File: src/rtl/cfg_crc_scrubber.sv
module cfg_crc_scrubber #(
  parameter int          ADDR_W = 4,
  parameter logic [31:0] POLY   = 32'hEDB88320
) (
  input  logic              clk,
  input  logic              rst_n,
  input  logic              clr,
  input  logic              exp_ld,
  input  logic [31:0]       exp_din,
  output logic [ADDR_W-1:0] rd_addr,
  input  logic [31:0]       rd_data,
  input  logic              rd_valid,
  output logic [31:0]       signature,
  output logic              crc_err,
  output logic              sweep_done
);
  localparam logic [ADDR_W-1:0] LAST = '1;

  function automatic logic [31:0] fold(input logic [31:0] c, input logic [31:0] d);
    logic [31:0] r;
    r = c ^ d;
    for (int i = 0; i < 32; i++)
      r = r[0] ? ((r >> 1) ^ POLY) : (r >> 1);
    return r;
  endfunction

  logic [31:0]       acc_q, exp_q, sig_q;
  logic [ADDR_W-1:0] addr_q;
  logic              done_q;
  logic [31:0]       acc_nxt;
  logic              take, wrap;

  assign take    = rd_valid & ~exp_ld;
  assign wrap    = take && (addr_q == LAST);
  assign acc_nxt = fold(acc_q, rd_data);

  always_ff @(posedge clk) begin
    if (!rst_n) begin
      acc_q  <= '1;
      exp_q  <= '0;
      sig_q  <= '0;
      addr_q <= '0;
      done_q <= 1'b0;
    end else begin
      done_q <= wrap;
      if (exp_ld) begin
        exp_q  <= exp_din;
        addr_q <= '0;
        acc_q  <= '1;
      end else if (take) begin
        addr_q <= addr_q + 1'b1;
        acc_q  <= wrap ? '1 : acc_nxt;
      end
      if (clr)
        sig_q <= '0;
      else if (wrap)
        sig_q <= ~acc_nxt ^ exp_q;
    end
  end

  assign rd_addr    = addr_q;
  assign signature  = sig_q;
  assign crc_err    = |sig_q;
  assign sweep_done = done_q;
endmodule

File: config.mk
export PLATFORM = sky130hd
export DESIGN_NAME = cfg_crc_scrubber
export DESIGN_NICKNAME = d
export VERILOG_FILES = /design/src/rtl/cfg_crc_scrubber.sv
export SDC_FILE = /design/constraint.sdc
export NUM_CORES = 1
export LEC_CHECK = 0
export BUFFER_PORTS_ARGS = -buffer_cell sky130_fd_sc_hd__buf_2
export CAP_MARGIN = 20
export CORE_ASPECT_RATIO = 1.25
export CORE_UTILIZATION = 53
export DETAILED_ROUTE_END_ITERATION = 10
export HOLD_SLACK_MARGIN = 0.02
export PLACE_DENSITY_LB_ADDON = 0.05
export SYNTH_ARGS = -nofsm -noshare
export SYNTH_HDL_FRONTEND = slang
export SYNTH_SLANG_ARGS = --single-unit
File: constraint.sdc
create_clock -name clk -period 4.8 [get_ports clk]
set_input_delay 0.96 -clock clk [delete_from_list [all_inputs] [get_ports clk]]
set_output_delay 0.96 -clock clk [all_outputs]
set_load 0.005 [all_outputs]
; ---- Word level (Yosys, flattened, before mapping)
; Cells that the tools add are included.
[classes]
eq_ne = 1
n_bitwise = 38
addsub = 1
muxes = 33
n_reduce_logical = 4
[ops]
columns = cell, count
row1 = $mux W32, 33
row2 = $not A13 Y14, 32
row3 = $xor A32 B32 Y32, 2
row4 = $not A32 Y32, 1
row5 = $reduce_or A32 Y1, 1
row6 = $add A4 B1 Y4 const B, 1
row7 = $eq A4 B4 Y1 const B, 1
row8 = $reduce_or A2 Y1, 2
row9 = $not A1 Y1, 2
row10 = $and A1 B1 Y1, 1
row11 = $logic_and A1 B1 Y1, 1
[word_totals]
regBits = 101
word_cells = 82
output_inout_bits = 38

; ---- Logic depth before layout (Yosys ltp)
[logic_depth]
ltp_word = 67
mapped_depth = 10

; ---- Worst setup path before layout
; Ideal clock, no wire load.
[synth_path]
path_kind = in2reg
from = in rd_data[8]
to = reg sig_q[19], in the netlist signature[19]
setup_slack_ps = 365
cell_stages = 10
required_time_ps = 4726
path_buffers = 0
setup_ps = 74
t_arrival_ps = 4361
cell_sequence = xor2_1 > xnor3_2 > xnor3_2 > xnor3_1 > xnor3_2 > xnor3_2 > xor2_2 > xnor2_1 > or2_1 > a31oi_1
[synth_via]
elab_chain_cells = 44
word_cells_on_any_way = 55
[synth_rtl]
columns = element, line_no
row1 = "start, declared", 11  ; input logic [31:0] rd_data,
row2 = $xor A32 B32 Y32 (*), 21  ; r = c ^ d;
row3 = $mux W32 (*) (2 in series), 23  ; r = r[0] ? ((r >> 1) ^ POLY) : (r >> 1);
row4 = $not A13 Y14 (no line), -
row5 = $mux W32 (*) (19 in series), 23
row6 = $not A13 Y14 (no line) or $mux W32 (tied branches), -
row7 = $mux W32 (*) (2 in series), 23
row8 = $not A13 Y14 (no line) or $mux W32 (tied branches), -
row9 = $mux W32 (*), 23
row10 = [... 8 more ...], -
row11 = $not A13 Y14 (no line), -
row12 = $mux W32 (*), 23
row13 = $not A13 Y14 (no line), -
row14 = $mux W32 (*), 23
row15 = $not A13 Y14 (no line), -
row16 = $mux W32 (*), 23
row17 = $not A32 Y32 (*), 57  ; sig_q <= ~acc_nxt ^ exp_q;
row18 = $xor A32 B32 Y32 (*), 57
row19 = "end signal, assigned", 57
row20 = "end, declared", 27  ; logic [31:0] acc_q, exp_q, sig_q;
; Every way passes the cells marked *; elsewhere a longest branch is shown, timed or not.
; A chain may end at the register's enable or synchronous reset.

; ---- Final worst setup path
[layout_path]
from = in rd_data[1]
to = reg sig_q[26], in the netlist signature[26]
[layout_via]
elab_chain_cells = 47
word_cells_on_any_way = 62
[layout_rtl]
columns = element, line_no
row1 = $xor A32 B32 Y32 (*), 21
row2 = $mux W32 (*) (2 in series), 23
row3 = $not A13 Y14 (no line), -
row4 = $mux W32 (*) (2 in series), 23
row5 = $not A13 Y14 (no line), -
row6 = $mux W32 (*), 23
row7 = $not A13 Y14 (no line), -
row8 = $mux W32 (*), 23
row9 = [... 28 more ...], -
row10 = $not A13 Y14 (no line), -
row11 = $mux W32 (*) (2 in series), 23
row12 = $not A13 Y14 (no line), -
row13 = $mux W32 (*), 23
row14 = $not A13 Y14 (no line), -
row15 = $mux W32 (*), 23
row16 = $not A32 Y32 (*), 57
row17 = $xor A32 B32 Y32 (*), 57
; Marked as above.

==> results.md <==
* Run status: complete, no violations
* Top Usage Layer GRT: met2
* Total core area at 12900 um^2
* Die Footprint at about 14000 um^2
* Worst-skew pair later-pin latency at about 350 ps
* TritonCTS clock tree: built
* Post-Place Cells at around 950
* DR WL/cell at approximately 21 um
* Post-Syn Instances at 650
* Worst setup EP type: register
* CP Max Fanout at 5
* Drt first pass iters at 4
* Period minus WS final at 4410 ps
* Placer congestion estimate at ~0.93
* Total CTS buffers at 9
* Layout Skew at around 9.6 ps
* Top post-synthesis cells by area: dfxtp_1 (28%), xnor2_1 (21%), xnor3_1 (12%)
* # H-tree levels at 3
* Multi-input logic area at around 4900 um^2
* Syn Std Cell Area at approximately 7100 um^2
* Syn Area/Cell at between 10 and 15 um^2
* Fill count at about 1100
* Final period utilization at 91.8%
* Clk buf depth at 2
* Reg2reg path depth at 11
* Post-CTS sizing at 0
* M3 GR Usage at around 4.6%
* Share of cells above drive strength 1 at 26.5%
* Area share of the largest cell type after synthesis at roughly 28%
* Maximum capacitance violations at 0
* Crit path kind: in -> reg
* Wirelength, routed at roughly 21 mm
* Overflow after GRT at 0
* Global-route wire length before repair at approximately 31 mm
* Final Max Tran Viols at 0
* 1st-iter DRT viols at around 220
* Synth Register Bits at approximately 100
* Leading area contributor after synthesis: dfxtp_1
* # rows at 46
* Final setup viols at 0
* Rel. slew slack at 29.2%
* Port buffer count at 106
* GR Util met1 at roughly 35%
* Yosys warning count at 0
* Hold Buf Count CTS at 0
* Slowest cell on crit path: xor3_2
* Place WS at between 80 and 90 ps
* P&R area growth vs syn at 19.0%
* Root Driver: clkbuf_16
* Tightest Pin Transition at 1060 ps
* Final #Nets at between 800 and 900
* Final cell count without fillers at 969
* Worst EP required at approximately 5000 ps
* Post-CTS setup buffer count at 0
* Seq/Total Area, Yosys at between 20 and 30%
* Unrepaired setup endpoints after global routing: no
* WP data arrival at between 4000 and 5000 ps
* Num ports at 107
* Post-DP HPWL at 16.7 mm
* Crit path top cell by count: xor2_1
* Worst setup SP type: primary input
* Met2 Use GR at 55.2%
* Die Ht at around 130 um
* Via-per-instance ratio at roughly 5.3
* Drt drc at 0
* Seq. cell area at about 2000 um^2
* Initial core utilization at a little under three fifths
* Post-Route Setup TNS at 0 ps
* Worst Slack Setup Final at around 390 ps
* Post-synth EDFFs at 0
* Critical path, cell by cell: buf_2, xor2_2, xnor3_1, xor2_1, xor2_1, xor3_2, xor2_2, xor2_1, buf_4, xor2_1, xnor2_1, a21oi_1
* Post-DRT Antenna Nets at 0
* Antenna violations before repair at 0
* Number of global-route vias before repair at 5370
* Max stage delay on crit path at 510 ps
* Die W at 106 um
* CTS sink cnt at 101
* Total track usage at a little under a third
* Hold/Removal Path Class: reg -> reg
* Hold path depth at 2
* Maximum clock rate at about 230 MHz
* Cell variety after synth at 37
* Ys flop type: dfxtp_1
* Largest net degree at the start of global routing at 62
* Inserted Diodes at 0
* Net Count, Synth at 720
* Post-synthesis async set-or-reset flop share at 0%
* Clk slew on worst S/H paths at about 70 ps
* Final hold vios at 0
* Via count at 5166
per-layer routing:
metal	share of wire, %	wire (um)
met1	39	8090
met2	53	10800
met3	3.7	755
met4	4.0	820
met5	0	0
worst max-delay path, delay by kind of cell:
kind	cells	cell delay, ps
AOI/OAI and AO/OA	1	80
buffers and inverters	2	290
xor gates and xnor gates	9	3270
cell usage after synthesis (5+ instances only):
cell / n
nor2b_1: 36
mux2i_1: 33
xnor2_2: 9
xnor3_2: 11
a21oi_1: 11
xnor2_1: 174
clkbuf_1: 25
o22ai_1: 6
nor4_1: 8
xor2_2: 5
o221ai_1: 23
xor2_1: 43
o21ai_0: 14
dfxtp_1: 101
xnor3_1: 37
nor2_1: 29
a211oi_1: 16
nand2_1: 12
inv_1: 23
kinds of logic after synthesis:
kind of cell | after synthesis | share of synthesized area, %
flip-flops | 101 | 28.5
adder cells (fa/ha/maj) | 1 | 0.176
multiplexers | 33 | 4.65
XOR/XNOR | 290 | 49.4
buffers and inverters | 49 | 2.59
AO/OA/AOI/OAI | 71 | 6.91
AND/OR/NAND/NOR | 105 | 7.79
path summary, 6_finish.rpt:
kind / startpoint / endpoint / slack [ps]
worst max-delay path: rd_data[1] / signature[26] / 390
worst min-delay path: acc_q[30] / acc_q[30] / 510
worst max register to register: acc_q[1] / signature[26] / 670
worst min register to register: acc_q[30] / acc_q[30] / 510
per-stage QoR:
step                hold WS [ps]  cell area [um^2]  utilization [%]
global placement             487              8160             63.3
detailed placement           487              8160             63.3
global route                 522              8450             65.6
finish                       509              8450             65.6
floorplan                    458              7100                -
CTS                          507              8450             65.6
layout by cell type, fill, tap and decap left out, drive strengths merged, types with 6 or more instances in the layout:
cell / netlist / final
nor2: 29 / 29
inv: 23 / 26
xnor3: 49 / 49
nor2b: 36 / 36
nand2: 12 / 12
nor4: 8 / 8
xor2: 49 / 49
mux2i: 33 / 33
o221ai: 23 / 23
a21oi: 11 / 11
xnor2: 187 / 187
dfxtp: 101 / 101
o22ai: 6 / 6
clkbuf: 25 / 10
o21ai: 14 / 14
a211oi: 16 / 16
buf: 1 / 161
area by class of cell:
cell class	instances	share of cell area [%]
timing repair buffer	161	11.2
inverter	23	1.02
tap	168	2.49
multi-input combinational	500	57.9
clock buffer	10	2.71
clock inverter	6	0.770
sequential	101	23.9
state kept, by name, indices dropped and copies added (netlist names):
register,cells
exp_q,32
rd_addr,4
signature,32
acc_q,32
sweep_done,1
Power is left out: the tool's default activity adds up to more than one toggle a clock period on the data nets, which glitch-free logic cannot reach.
